[src/rtl/rtt_pkg.sv]
package rtt_pkg;
  localparam int unsigned DATA_W    = 32;
  localparam int unsigned PRES_W    = 16;
  localparam int unsigned ADDR_W    = 4;
  localparam int unsigned N_FLAGS   = 2;

  // word index = bus_addr[3:2]
  localparam logic [1:0] W_CTRL  = 2'd0;
  localparam logic [1:0] W_ALARM = 2'd1;
  localparam logic [1:0] W_COUNT = 2'd2;
  localparam logic [1:0] W_EVENT = 2'd3;

  localparam int unsigned B_ALM_EN  = 16;
  localparam int unsigned B_INC_EN  = 17;
  localparam int unsigned B_RESTART = 18;
  localparam int unsigned CTRL_W    = B_INC_EN + 1;

  localparam int unsigned F_ALM = 0;
  localparam int unsigned F_INC = 1;
endpackage

[src/rtl/rtt_edge_sync.sv]
module rtt_edge_sync #(
  parameter int unsigned STAGES = 2
) (
  input  logic clk,
  input  logic rst_n,
  input  logic async_in,
  output logic rise
);
  logic [STAGES:0] chain_q;

  always_ff @(posedge clk or negedge rst_n) begin
    if (!rst_n) chain_q[0] <= 1'b0;
    else        chain_q[0] <= async_in;
  end

  for (genvar i = 1; i <= STAGES; i++) begin : g_stage
    always_ff @(posedge clk or negedge rst_n) begin
      if (!rst_n) chain_q[i] <= 1'b0;
      else        chain_q[i] <= chain_q[i-1];
    end
  end

  assign rise = chain_q[STAGES-1] & ~chain_q[STAGES];
endmodule

[src/rtl/rtt_tick_counter.sv]
module rtt_tick_counter #(
  parameter int unsigned DATA_W = 32,
  parameter int unsigned PRES_W = 16
) (
  input  logic              clk,
  input  logic              rst_n,
  input  logic              tick,
  input  logic              restart,
  input  logic [PRES_W-1:0] period,
  input  logic [DATA_W-1:0] alarm,
  output logic [DATA_W-1:0] value,
  output logic              inc_evt,
  output logic              alm_evt
);
  localparam logic [PRES_W-1:0] P_ONE = PRES_W'(1);
  localparam logic [DATA_W-1:0] C_ONE = DATA_W'(1);

  logic [PRES_W-1:0] phase_q, phase_d, last_phase;
  logic [DATA_W-1:0] value_d, value_inc;
  logic              cnt_en, at_end;

  // period 0 wraps to all ones: a full 2^PRES_W edge period
  assign last_phase = period - P_ONE;
  assign at_end     = (phase_q == last_phase);
  assign value_inc  = value + C_ONE;
  assign cnt_en     = restart | tick;

  always_comb begin
    phase_d = phase_q;
    value_d = value;
    inc_evt = 1'b0;
    alm_evt = 1'b0;
    if (restart) begin
      phase_d = '0;
      value_d = '0;
    end else if (tick) begin
      if (at_end) begin
        phase_d = '0;
        value_d = value_inc;
        inc_evt = 1'b1;
        alm_evt = (value_inc == alarm);
      end else begin
        phase_d = phase_q + P_ONE;
      end
    end
  end

  always_ff @(posedge clk or negedge rst_n) begin
    if (!rst_n) begin
      phase_q <= '0;
      value   <= '0;
    end else if (cnt_en) begin
      phase_q <= phase_d;
      value   <= value_d;
    end
  end
endmodule

[src/rtl/rtt_event_flags.sv]
module rtt_event_flags #(
  parameter int unsigned N = 2
) (
  input  logic         clk,
  input  logic         rst_n,
  input  logic [N-1:0] set_vec,
  input  logic         clr,
  input  logic [N-1:0] enable,
  output logic [N-1:0] flags,
  output logic         irq
);
  logic [N-1:0] flags_d;

  // a new event outranks the clearing read
  assign flags_d = (flags & {N{~clr}}) | set_vec;
  assign irq     = |(flags & enable);

  always_ff @(posedge clk or negedge rst_n) begin
    if (!rst_n) flags <= '0;
    else        flags <= flags_d;
  end
endmodule

[src/rtl/rtt_alarm_timer.sv]
module rtt_alarm_timer
  import rtt_pkg::*;
#(
  parameter int unsigned SYNC_STAGES = 2
) (
  input  logic              clk,
  input  logic              rst_n,
  input  logic              slow_clk,
  input  logic              bus_sel,
  input  logic              bus_wr,
  input  logic [ADDR_W-1:0] bus_addr,
  input  logic [DATA_W-1:0] bus_wdata,
  output logic [DATA_W-1:0] bus_rdata,
  output logic              irq
);
  logic [CTRL_W-1:0]  ctrl_q;
  logic [DATA_W-1:0]  alarm_q;
  logic [DATA_W-1:0]  value_q;
  logic [N_FLAGS-1:0] flags_q, set_vec, irq_en;
  logic               tick, restart, inc_evt, alm_evt;
  logic               aligned, wr_ctrl, wr_alarm, rd_event;
  logic [1:0]         word;
  logic               unused_wbits;

  assign word     = bus_addr[3:2];
  assign aligned  = (bus_addr[1:0] == 2'b00);
  assign wr_ctrl  = bus_sel &  bus_wr & aligned & (word == W_CTRL);
  assign wr_alarm = bus_sel &  bus_wr & aligned & (word == W_ALARM);
  assign rd_event = bus_sel & ~bus_wr & aligned & (word == W_EVENT);
  assign restart  = wr_ctrl & bus_wdata[B_RESTART];
  assign unused_wbits = ^bus_wdata[DATA_W-1:B_RESTART+1];

  always_ff @(posedge clk or negedge rst_n) begin
    if (!rst_n)       ctrl_q <= '0;
    else if (wr_ctrl) ctrl_q <= bus_wdata[CTRL_W-1:0];
  end

  always_ff @(posedge clk or negedge rst_n) begin
    if (!rst_n)        alarm_q <= '1;
    else if (wr_alarm) alarm_q <= bus_wdata;
  end

  rtt_edge_sync #(.STAGES(SYNC_STAGES)) u_sync (
    .clk      (clk),
    .rst_n    (rst_n),
    .async_in (slow_clk),
    .rise     (tick)
  );

  rtt_tick_counter #(.DATA_W(DATA_W), .PRES_W(PRES_W)) u_count (
    .clk     (clk),
    .rst_n   (rst_n),
    .tick    (tick),
    .restart (restart),
    .period  (ctrl_q[PRES_W-1:0]),
    .alarm   (alarm_q),
    .value   (value_q),
    .inc_evt (inc_evt),
    .alm_evt (alm_evt)
  );

  always_comb begin
    set_vec        = '0;
    set_vec[F_ALM] = alm_evt;
    set_vec[F_INC] = inc_evt;
    irq_en         = '0;
    irq_en[F_ALM]  = ctrl_q[B_ALM_EN];
    irq_en[F_INC]  = ctrl_q[B_INC_EN];
  end

  rtt_event_flags #(.N(N_FLAGS)) u_flags (
    .clk     (clk),
    .rst_n   (rst_n),
    .set_vec (set_vec),
    .clr     (rd_event),
    .enable  (irq_en),
    .flags   (flags_q),
    .irq     (irq)
  );

  always_comb begin
    bus_rdata = '0;
    if (bus_sel && !bus_wr && aligned) begin
      unique case (word)
        W_CTRL:  bus_rdata[CTRL_W-1:0]  = ctrl_q;
        W_ALARM: bus_rdata              = alarm_q;
        W_COUNT: bus_rdata              = value_q;
        W_EVENT: bus_rdata[N_FLAGS-1:0] = flags_q;
        default: bus_rdata              = '0;
      endcase
    end
  end
endmodule

[config.mk]
export PLATFORM = sky130hd
export DESIGN_NAME = rtt_alarm_timer
export DESIGN_NICKNAME = d
export VERILOG_FILES = /design/src/rtl/rtt_pkg.sv /design/src/rtl/rtt_edge_sync.sv /design/src/rtl/rtt_tick_counter.sv /design/src/rtl/rtt_event_flags.sv /design/src/rtl/rtt_alarm_timer.sv
export SDC_FILE = /design/constraint.sdc
export NUM_CORES = 1
export LEC_CHECK = 0
export ABC_AREA = 1
export BUFFER_PORTS_ARGS = -buffer_cell sky130_fd_sc_hd__clkbuf_2
export CORE_AREA = 2 2 164 102
export DETAILED_ROUTE_END_ITERATION = 6
export DIE_AREA = 0 0 166 104
export PLACE_DENSITY = 0.8
export RECOVER_POWER = 100
export REMOVE_ABC_BUFFERS = 1
export SYNTH_ARGS = -nofsm -noshare
export SYNTH_HDL_FRONTEND = slang
export SYNTH_HIERARCHICAL = 1
export SYNTH_SLANG_ARGS = --single-unit
[constraint.sdc]
create_clock -name clk -period 6.23 [get_ports clk]
set_clock_uncertainty 0.2 [all_clocks]
set_input_delay 1.246 -clock clk [delete_from_list [all_inputs] [get_ports clk]]
set_output_delay 1.246 -clock clk [all_outputs]
set_load 0.005 [all_outputs]
==> results of run 1 <==
-- synth_stat cells, types with 12 or more instances --
| master | count | share of area |
|---|---|---|
| xor2_1 | 28 | 0.031 |
| nand2_1 | 509 | 0.24 |
| dfrtp_1 | 71 | 0.22 |
| nand4_1 | 61 | 0.048 |
| buf_2 | 14 | 0.0089 |
| nand3b_1 | 12 | 0.011 |
| dfstp_2 | 32 | 0.11 |
| clkbuf_1 | 19 | 0.0090 |
| inv_1 | 113 | 0.054 |
| nand3_2 | 17 | 0.022 |
| nor2_1 | 137 | 0.065 |
| nand3_1 | 90 | 0.057 |
-- power groups by stage --
stage          clock network, mW  registers [mW]  logic [mW]
4_1_cts                    0.555           0.897       0.542
3_3_place_gp                   0           0.906       0.522
2_1_floorplan                  0           0.864       0.408
5_1_grt                    0.580           0.914       0.619
3_5_place_dp                   0           0.908       0.539
6_report                   0.547           0.903       0.551
-- routing by layer --
| layer | routed length [um] | part of all wire | GRT usage |
|---|---|---|---|
| met1 | 11700 | 0.50 | 0.450 |
| met4 | 193 | 0.0082 | 0.0453 |
| met2 | 8800 | 0.37 | 0.358 |
| met5 | 0 | 0 | 0 |
| met3 | 2860 | 0.12 | 0.0693 |
-- flip-flops by register name (all words and copies together), names as in the netlist --
register	count
ctrl_q	18
u_count/value	32
alarm_q	32
u_flags/flags	2
u_sync/chain_q	3
u_count/phase_q	16
-- cell families (layout without fill, tap and decap cells) --
family | after synthesis | count (layout)
buffers and inverters | 167 | 219
DFF | 103 | 103
and+or+nand+nor | 869 | 869
AOI/OAI and AO/OA | 33 | 33
adders and majority gates | 9 | 9
xor gates and xnor gates | 38 | 38
-- how the worst min path moves through the flow --
stage                        endpoint  slack [ns]  cells after the start
finish              u_sync/chain_q[1]        0.15                      0
global route        u_sync/chain_q[1]        0.18                      0
CTS                 u_sync/chain_q[1]        0.15                      0
detailed placement  u_sync/chain_q[1]        0.14                      0
global placement    u_sync/chain_q[1]        0.13                      0
floorplan           u_sync/chain_q[1]        0.13                      0
-- metrics by stage --
| step | std cells | cell area (um2) | hold slack (ns) |
|---|---|---|---|
| global placement | 1464 | 8360 | 0.133 |
| global route | 1480 | 8520 | 0.176 |
| floorplan | 1174 | 7660 | 0.131 |
| detailed placement | 1464 | 8360 | 0.136 |
| finish | 1480 | 8520 | 0.152 |
| CTS | 1480 | 8630 | 0.154 |
-- final cells by class --
cell class | count | area, um2 | share of cell area
timing repair buffer | 81 | 403 | 0.0473
inverter | 122 | 459 | 0.0539
clock buffer | 11 | 233 | 0.0273
multi-input combinational | 949 | 4510 | 0.529
tap | 209 | 262 | 0.0307
sequential | 103 | 2620 | 0.307
clock inverter | 5 | 42.5 | 0.00499
-- worst max-delay path, delay by kind of cell --
family	cells	cell delay, ns
buffers and inverters	4	0.84
adders and majority gates	1	1.17
and+or+nand+nor	4	0.32
==> summary.md, run 1 <==
| Metric | Value |
|---|---|
| Status | `finished with violations` |
| Failing checks | `capacitance limit, slew limit` |
| CP Capture Point | `bus_rdata[19]` |
| GRT Util Overall | `0.275` |
| Setup TNS | `0 ns` |
| Die Wd | `166 um` |
| Vias in the first global route | `7254` |
| Initial Util | `0.500` |
| Cts repair resizes | `0` |
| Worst-skew pair later-pin latency | `0.36 ns` |
| Nets@finish | `1316` |
| CTS Root Cell | `clkbuf_16` |
| Final Cycle Share | `0.807` |
| Register area share after synthesis | `0.331` |
| Antenna violations before repair | `0` |
| Htree depth | `3` |
| Gate power share | `0.275` |
| Synth Warn # | `6` |
| Post-synth EDFFs | `0` |
| Synthesized instance count | `1219` |
| Worst Setup Path Type | `in2out` |
| DR iter-0 viols | `1137` |
| DIE AREA | `17300 um2` |
| Hold path startpoint | `u_sync/chain_q[0]` |
| Share of cells above drive strength 1 | `0.132` |
| Final ANT Viol Nets | `0` |
| Sequential power share | `0.451` |
| Filler cells | `1552` |
| Critical path origin | `bus_addr[3]` |
| Overflow after GRT | `0` |
| Worst Reg-to-Reg Cells | `11` |
| FFs w/ async S/R, synth | `1.00` |
| Cell Int Power | `1.26 mW` |
| Mux contribution to synthesized area | `0` |
| Slew margin rel. | `-0.416` |
| Hold-fix buffers, CTS | `0` |
| Vias/cell | `5.49` |
| Longest Clk Path Bufs | `2` |
| Most common cell on crit path | `nand2_1` |
| Max-Cap Viols | `2` |
| Drt total wl | `23.6 mm` |
| Vias | `8121` |
| WL/cell | `15.9 um` |
| Clock Power Share | `0.273` |
| R2R Setup Slk | `2.76 ns` |
| Clk sinks | `103` |
| Startpoint types | `primary input` |
| Leading cell type in the layout, fill and taps excluded | `nand2_1` |
| Register bit total from synthesis | `103` |
| CP max stage delay | `1.17 ns` |
| Post-route DRC | `0` |
| Final Power | `2.00 mW` |
| Crit-path max FO | `40` |
| WP data required | `4.78 ns` |
| Die Y | `104 um` |
| Ant diodes | `0` |
| Post-CTS Setup Bufs | `0` |
| Final setup vio count | `0` |
| # rows | `36` |
| Adder-cell area share of the yosys netlist | `0.0142` |
| TritonCTS clock tree | `done` |
| Core area | `15800 um2` |
| Area Growth Syn to Fin | `7.73%` |
| Compound-Gate Fraction of Synth Area | `0.0297` |
| Worst vdd ir | `130 uV` |
| P_sw | `742 uW` |
| Hold Crit Class | `reg2reg` |
| CP max-delay cell | `ha_1` |
| Largest family of logic cells by synthesized area | `simple AND/OR/NAND/NOR gates` |
| CP Cell Sequence | `clkbuf_1 -> inv_1 -> ha_1 -> buf_4 -> nand2_1 -> nand2_1 -> nand2_1 -> nor2_1 -> clkbuf_2` |
| Detail Placement HPWL | `17.7 mm` |
| Routability cong. | `0.964` |
| Worst-Margin Slew | `2.12 ns` |
| Sw Share | `0.371` |
| Cell area after synthesis | `7910 um2` |
| Port bufs | `73` |
| Post-synthesis simple-gate area fraction | `0.490` |
| First-pass GRT wire length | `38.6 mm` |
| RSZ-0062 raised after global routing | `no` |
| Pleak | `4.46 nW` |
| Worst EP arrival | `3.58 ns` |
| Primary FF master, synth | `dfrtp_1` |
| DRT Pass-1 Iters | `6` |
| PD cells | `235 nW/um2` |
| Synth cell types | `45` |
| Syn avg cell area | `6.49 um2` |
| Worst reg2reg path endpoint | `u_count/value[14]` |
| Final Hold Violating Endpoints | `0` |
| Final worst slack | `1.21 ns` |
| Final Slew Violations | `124` |
| Post-Route Utilization | `0.539` |
| Max Fclk | `0.199 GHz` |
| Num CTS Buffers | `9` |
| Post-synthesis xor/xnor area fraction | `0.0455` |
| Largest net degree at the start of global routing | `84` |
| Setup WS pre-CTS | `1.76 ns` |
| Tmin final | `5.02 ns` |
| Clock transition at the registers of the reported paths | `0.07 ns` |
| Most frequent cells in the layout | `509 x nand2_1, 137 x nor2_1, 113 x inv_1` |
| R2r startpoint | `ctrl_q[0]` |
| Crit end category | `output port` |
| Io pins | `74` |
No activity file was read; power rests on OpenSTA's default activity.
==> inputs of run 2 (changes only) <==
PLACE_DENSITY = 0.83   (was 0.8)
clock period = 4.55 ns   (was 6.23 ns; I/O delays follow)
==> run 2 against run 1 <==
The run still ends with capacitance limit, slew limit left. Cell count up 0.41%. Combinational power increased by 34%. Via count is 0.78% higher. Global-route usage fell by 0.11 points. First-iteration DRC count decreased by 1.7%. Core utilization down 0.12 points. Sequential share of layout area rose by 0.068 points. Worst hold slack better by 0.0068 ns. Critical endpoint is now bus_rdata[21]. Critical path depth is the same. Sequential cell count unchanged. Setup slack got worse by 0.48 ns.
==> summary.md, run 2 (synthesis gave the netlist of run 1 again) <==
| Metric | Value |
|---|---|
| Worst-skew pair later-pin latency | `0.35 ns (about the same)` |
| Overflow after GRT | `0 (unchanged)` |
| Io pins | `74 (unchanged)` |
| Setup TNS | `0 ns (unchanged)` |
| DRT Pass-1 Iters | `6 (unchanged)` |
| Vias | `8184 (+0.78%)` |
| Cts repair resizes | `0 (unchanged)` |
| Cell Int Power | `1.72 mW (+37%)` |
| Worst-Margin Slew | `2.11 ns (-0.0178 ns)` |
| WP data required | `3.44 ns (-1.34 ns)` |
| Critical path origin | `bus_addr[3]` |
| Worst reg2reg path endpoint | `u_count/value[11]` |
| Tmin final | `3.82 ns` |
| Hold-fix buffers, CTS | `0 (unchanged)` |
| Final worst slack | `0.728 ns (-0.477 ns)` |
| Longest Clk Path Bufs | `2 (unchanged)` |
| # rows | `36 (unchanged)` |
| Share of cells above drive strength 1 | `0.128 (-0.00375)` |
| Final setup vio count | `0 (unchanged)` |
| R2R Setup Slk | `0.96 ns (-1.80 ns)` |
| Post-route DRC | `0 (unchanged)` |
| Ant diodes | `0 (unchanged)` |
| Hold Crit Class | `reg2reg` |
| Max Fclk | `0.262 GHz` |
| DR iter-0 viols | `1118 (-1.7%)` |
| Final Cycle Share | `0.840` |
| Slew margin rel. | `-0.404 (+0.0119)` |
| Setup WS pre-CTS | `1.05 ns (-0.707 ns)` |
| Clk sinks | `103 (unchanged)` |
| Final Hold Violating Endpoints | `0 (unchanged)` |
| CTS Root Cell | `clkbuf_16` |
| Largest regs | `alarm_q: 32 flops, u_count/value: 32 flops, ctrl_q: 18 flops` |
| TritonCTS clock tree | `done` |
| CP Capture Point | `bus_rdata[21]` |
| Initial Util | `0.500 (unchanged)` |
| Crit end category | `output port` |
| Vias/cell | `5.51 (+0.37%)` |
| Antenna violations before repair | `0 (unchanged)` |
| Nets@finish | `1322 (+0.46%)` |
| Post-CTS Setup Bufs | `0 (unchanged)` |
| P_sw | `981 uW (+32%)` |
| Die Wd | `166 um (unchanged)` |
| GRT Util Overall | `0.274 (-0.00109)` |
| Vias in the first global route | `7205 (-0.68%)` |
| Status | `finished with violations` |
| Clock Power Share | `0.272 (about the same)` |
| First-pass GRT wire length | `38.2 mm (-1.1%)` |
| Startpoint types | `primary input` |
| Final Slew Violations | `39 (-69%)` |
| Sequential power share | `0.456 (+0.005)` |
| Clock transition at the registers of the reported paths | `0.07 ns (about the same)` |
| Htree depth | `3 (unchanged)` |
| Gate power share | `0.272 (-0.003)` |
| Filler cells | `1601 (+3.2%)` |
| Max-Cap Viols | `1 (-1)` |
| Reg area | `2620 um2 (unchanged)` |
| Area Growth Syn to Fin | `7.50%` |
| WL/cell | `15.8 um (-0.82%)` |
| Crit-path max FO | `26 (-35%)` |
| Drt total wl | `23.5 mm (-0.42%)` |
| Num CTS Buffers | `9 (unchanged)` |
| Most frequent cells in the layout | `509 x nand2_1, 140 x nor2_1, 114 x inv_1` |
| Leading cell type in the layout, fill and taps excluded | `nand2_1` |
| Port bufs | `73 (unchanged)` |
| DIE AREA | `17300 um2 (unchanged)` |
| Worst EP arrival | `2.71 ns (-0.87 ns)` |
| Area occupied by multi-input gates | `4440 um2 (-1.4%)` |
| Failing checks | `capacitance limit, slew limit` |
| Largest net degree at the start of global routing | `52 (-38%)` |
| R2r startpoint | `ctrl_q[0]` |
| Core area | `15800 um2 (unchanged)` |
| Die Y | `104 um (unchanged)` |
| Detail Placement HPWL | `17.7 mm (+0.16%)` |
| PD cells | `318 nW/um2 (+36%)` |
| Worst vdd ir | `187 uV (+43%)` |
| Sw Share | `0.362 (-0.00845)` |
| Routability cong. | `1.01 (+4.3%)` |
| RSZ-0062 raised after global routing | `no` |
| Final ANT Viol Nets | `0 (unchanged)` |
| Pleak | `4.51 nW (+0.95%)` |
| Worst Setup Path Type | `in2out` |
| Worst Reg-to-Reg Cells | `14 (+3)` |
==> run 2: worst min path at each step <==
| stage | startpoint | end | cells past startpoint | slack [ns] |
|---|---|---|---|---|
| floorplan | u_sync/chain_q[0] | u_sync/chain_q[1] | 0 | 0.13 |
| global placement | u_sync/chain_q[0] | u_sync/chain_q[1] | 0 | 0.14 |
| detailed placement | u_sync/chain_q[0] | u_sync/chain_q[1] | 0 | 0.14 |
| CTS | u_sync/chain_q[0] | u_sync/chain_q[1] | 0 | 0.16 |
| global route | u_sync/chain_q[0] | u_sync/chain_q[1] | 0 | 0.17 |
| finish | u_sync/chain_q[0] | u_sync/chain_q[1] | 0 | 0.16 |
==> run 2: critical path, stage by stage <==
cell,delay (ns)
clkbuf_1,0.13
inv_1,0.12
ha_1,0.69
buf_4,0.42
nand2_1,0.08
nand2_1,0.07
nand2_1,0.05
nor2_1,0.10
clkbuf_2,0.12
==> run 2: stage by stage <==
stage	area, um2	hold WS (ns)	utilization	cells	total power, mW
finish	8500	0.159	0.538	1486	2.71
global route	8500	0.174	0.538	1486	2.88
CTS	8680	0.162	0.549	1486	2.72
detailed placement	8400	0.136	0.531	1470	1.99
global placement	8400	0.142	0.531	1470	1.96
floorplan	7660	0.131	-	1174	1.74
==> run 2: layout make-up <==
type,count,share of cell area
multi-input cells,949,0.522
flip-flops and latches,103,0.308
inverters,122,0.0540
repair buffers,87,0.0525
well taps,209,0.0307
clock buffers,11,0.0285
clock inverters,5,0.00397
==> run 2: power groups by stage <==
stage	Combinational (mW)	Sequential (mW)	Clock, mW
after floorplan	0.558	1.18	0
after global placement	0.719	1.24	0
after detailed placement	0.744	1.24	0
after CTS	0.749	1.23	0.748
after global routing	0.838	1.25	0.788
final	0.737	1.23	0.735
==> run 2: layer usage <==
layer	vias up	share of wire	wire, um	global-route usage
li1	3935	-	-	-
met1	3753	0.49	11500	0.445
met2	479	0.37	8750	0.356
met3	17	0.13	3090	0.0742
met4	0	0.0088	206	0.0460
met5	-	0	0	0
==> inputs of run 3 (changes only) <==
ABC_AREA = 0   (was 1)
CORE_AREA = 2 2 155 96   (was 2 2 164 102)
DIE_AREA = 0 0 157 98   (was 0 0 166 104)
PLACE_DENSITY = 0.84   (was 0.83)
clock period = 3.5 ns   (was 4.55 ns; I/O delays follow)
==> run 3 against run 2 <==
The run still ends with capacitance limit, slew limit left. Sequential share of layout area up 1.5 points. Sequential cell count unchanged. Design area down 4.7%. Core utilization up 3.8 points. Critical endpoint is now u_count/value[11]. Global-route usage up 0.68 points. Highest routed layer unchanged.
==> summary.md, run 3 <==
| Metric | Value |
|---|---|
| Cell Int Power | `2.64 mW (+53%)` |
| Die Y | `98 um (-5.8%)` |
| Post-synth EDFFs | `0 (unchanged)` |
| Cell taking the most area after synthesis | `dfrtp_1` |
| Area Growth Syn to Fin | `15.8%` |
| Share of cells above drive strength 1 | `0.270 (+0.142)` |
| Final setup vio count | `0 (unchanged)` |
| R2r startpoint | `ctrl_q[5]` |
| Initial Util | `0.497 (-0.00359)` |
| Crit end category | `flip-flop` |
| Largest net degree at the start of global routing | `56 (+7.7%)` |
| First-pass GRT wire length | `33.4 mm (-12%)` |
| Vias | `6733 (-18%)` |
| Cell area after synthesis | `7000 um2 (-12%)` |
| Post-route DRC | `0 (unchanged)` |
| DRT Pass-1 Iters | `7 (+1)` |
| Max-Cap Viols | `1 (unchanged)` |
| Nets@finish | `870 (-34%)` |
| CTS Root Cell | `clkbuf_16` |
| CP Cell Sequence | `or4_4 -> or3_4 -> a211oi_4 -> o21ai_2 -> or4_4 -> buf_12 -> or4_1 -> a21oi_1` |
| CP max-delay cell | `or4_4` |
| # rows | `34 (-5.6%)` |
| TritonCTS clock tree | `done` |
| Sw Share | `0.379 (+0.0165)` |
| DR iter-0 viols | `1040 (-7.0%)` |
| GRT Util Overall | `0.281 (+0.00682)` |
| Final Slew Violations | `45 (+15%)` |
| Final Cycle Share | `0.995` |
| Hold_ws | `0.151 ns (-0.00753 ns)` |
| Largest regs | `alarm_q: 32 flops, u_count/value: 32 flops, ctrl_q: 18 flops` |
| Longest Clk Path Bufs | `2 (unchanged)` |
| CP Buf/Inv Count | `1 (-3)` |
| Synth cell types | `70 (+56%)` |
| Critical path origin | `ctrl_q[5]` |
| CP Depth | `8 (-1)` |
| Hold Crit Class | `reg2reg` |
| Vias in the first global route | `5965 (-17%)` |
| Pleak | `3.15 nW (-30%)` |
| Tmin final | `3.48 ns` |
| Drt total wl | `21.9 mm (-6.9%)` |
| Gate power share | `0.355 (+0.083)` |
| Worst reg2reg path endpoint | `u_count/value[11]` |
| Worst hold stages | `0 (unchanged)` |
| Final Hold Violating Endpoints | `0 (unchanged)` |
| Htree depth | `3 (unchanged)` |
| Port bufs | `73 (unchanged)` |
| FFs w/ async S/R, synth | `1.00 (unchanged)` |
| Die Wd | `157 um (-5.4%)` |
| Final ANT Viol Nets | `0 (unchanged)` |
| Top-area cell type share of the netlist area | `0.254 (+0.0125)` |
| Worst-Margin Slew | `2.54 ns (+0.437 ns)` |
| Max Fclk | `0.287 GHz` |
| Clock transition at the registers of the reported paths | `0.07 ns (about the same)` |
| Core area | `14100 um2 (-11%)` |
| Leading cell type in the layout, fill and taps excluded | `dfrtp_1` |
| DIE AREA | `15400 um2 (-11%)` |
| Final worst slack | `0.0158 ns (-0.712 ns)` |
| Status | `finished with violations` |
| PD cells | `525 nW/um2 (+65%)` |
| Detail Placement HPWL | `15.5 mm (-13%)` |
| Worst EP arrival | `3.56 ns (+0.85 ns)` |
| Slew margin rel. | `-0.695 (-0.291)` |
| Sequential power share | `0.421 (-0.035)` |
| Primary FF master, synth | `dfrtp_1` |
| Register bit total from synthesis | `103 (unchanged)` |
| Hold-fix buffers, CTS | `0 (unchanged)` |
| Most common cell on crit path | `or4_4` |
| Ant diodes | `0 (unchanged)` |
| Worst Reg-to-Reg Cells | `8 (-6)` |
| Synth Warn # | `6 (unchanged)` |
| CP delay by family, top | `simple AND/OR/NAND/NOR gates` |
| Antenna violations before repair | `0 (unchanged)` |
| Register area share after synthesis | `0.374 (+0.0433)` |
| Count leader, synth | `dfrtp_1` |
| Synth area leaders | `dfrtp_1 25%, dfstp_2 12%, xnor2_1 6.5%, mux2_2 6.4%, or4_1 3.2%` |
| Synthesized instance count | `729 (-40%)` |
| Num CTS Buffers | `9 (unchanged)` |
| Setup WS pre-CTS | `-0.0236 ns (-1.07 ns)` |
| Filler cells | `1256 (-22%)` |
| WL/cell | `21.4 um (+35%)` |
| Worst Setup Path Type | `reg2reg` |
| Io pins | `74 (unchanged)` |
| Vias/cell | `6.58 (+20%)` |
| WP data required | `3.57 ns (+0.13 ns)` |
| Routability cong. | `0.983 (-2.2%)` |
| Most frequent cells in the layout | `71 x dfrtp_1, 66 x clkbuf_2, 57 x nor2_1` |
| Crit-path max FO | `27 (+3.8%)` |
| Syn avg cell area | `9.60 um2 (+48%)` |
| Post-synth top cells | `71 x dfrtp_1, 58 x nor2_1, 52 x xnor2_1` |
| Clk sinks | `103 (unchanged)` |
| CP Capture Point | `u_count/value[11]` |
| Overflow after GRT | `0 (unchanged)` |
| P_sw | `1.61 mW (+64%)` |
| R2R Setup Slk | `0.02 ns (-0.94 ns)` |
| Failing checks | `capacitance limit, slew limit` |
| Clock Power Share | `0.224 (-0.048)` |
| Setup TNS | `0 ns (unchanged)` |
| Worst-skew pair later-pin latency | `0.36 ns (about the same)` |
| CP max stage delay | `0.58 ns (-0.11 ns)` |
| Startpoint types | `flip-flop` |
| Worst vdd ir | `266 uV (+42%)` |
[run 3: worst min-delay path by stage]
stage                                 start                end  slack [ns]
after global routing      u_sync/chain_q[0]  u_sync/chain_q[1]        0.17
after CTS                 u_sync/chain_q[0]  u_sync/chain_q[1]        0.15
final                     u_sync/chain_q[0]  u_sync/chain_q[1]        0.15
after detailed placement  u_sync/chain_q[0]  u_sync/chain_q[1]        0.14
after floorplan           u_sync/chain_q[0]  u_sync/chain_q[1]        0.13
after global placement    u_sync/chain_q[0]  u_sync/chain_q[1]        0.13
[run 3: final cells by class]
type / count / area (um2) / share of cell area
Multi-Input combinational cell: 565 / 4120 / 0.508
Sequential cell: 103 / 2620 / 0.323
Timing Repair Buffer: 128 / 806 / 0.0994
Tap cell: 198 / 248 / 0.0306
Clock buffer: 11 / 233 / 0.0287
Inverter: 13 / 48.8 / 0.00602
Clock inverter: 5 / 35.0 / 0.00432
[run 3: cell families (layout without fill, tap and decap cells)]
logic type	count (synthesis)	count (layout)	share of synthesized area
multiplexers	55	55	0.0934
buffers and inverters	61	157	0.0388
XOR/XNOR	74	74	0.0926
adder cells (fa/ha/maj)	9	9	0.0161
AND/OR/NAND/NOR	275	275	0.230
AO/OA/AOI/OAI	152	152	0.155
flip-flops	103	103	0.374
[run 3: layer usage]
| layer | track usage | vias up | routed length, um |
|---|---|---|---|
| met1 | 0.448 | 3264 | 9930 |
| met3 | 0.0968 | 37 | 3070 |
| met2 | 0.362 | 478 | 8660 |
| li1 | - | 2954 | - |
| met4 | 0.0473 | 0 | 221 |
| met5 | 0 | - | 0 |
[run 3: what timing repair did]
item | in CTS | in global routing
pin swaps | 0 | 3
buffers inserted | 0 | 2
resized for setup | 1 | 10
cloned | 0 | 1
setup endpoints to repair | 15 | 25
[run 3: power by group through the flow]
| stage | combinational, mW | sequential (mW) | clock (mW) |
|---|---|---|---|
| after global placement | 1.41 | 1.78 | 0 |
| final | 1.51 | 1.79 | 0.953 |
| after CTS | 1.45 | 1.78 | 0.966 |
| after global routing | 1.62 | 1.83 | 1.02 |
| after floorplan | 0.947 | 1.73 | 0 |
| after detailed placement | 1.44 | 1.79 | 0 |
[run 3: stage by stage]
step / instance area, um2 / instances / util / power, mW
global placement: 7810 / 1004 / 0.555 / 3.19
finish: 8100 / 1023 / 0.575 / 4.26
detailed placement: 7810 / 1004 / 0.555 / 3.23
floorplan: 6770 / 681 / - / 2.68
CTS: 8080 / 1020 / 0.574 / 4.19
global route: 8100 / 1023 / 0.575 / 4.46
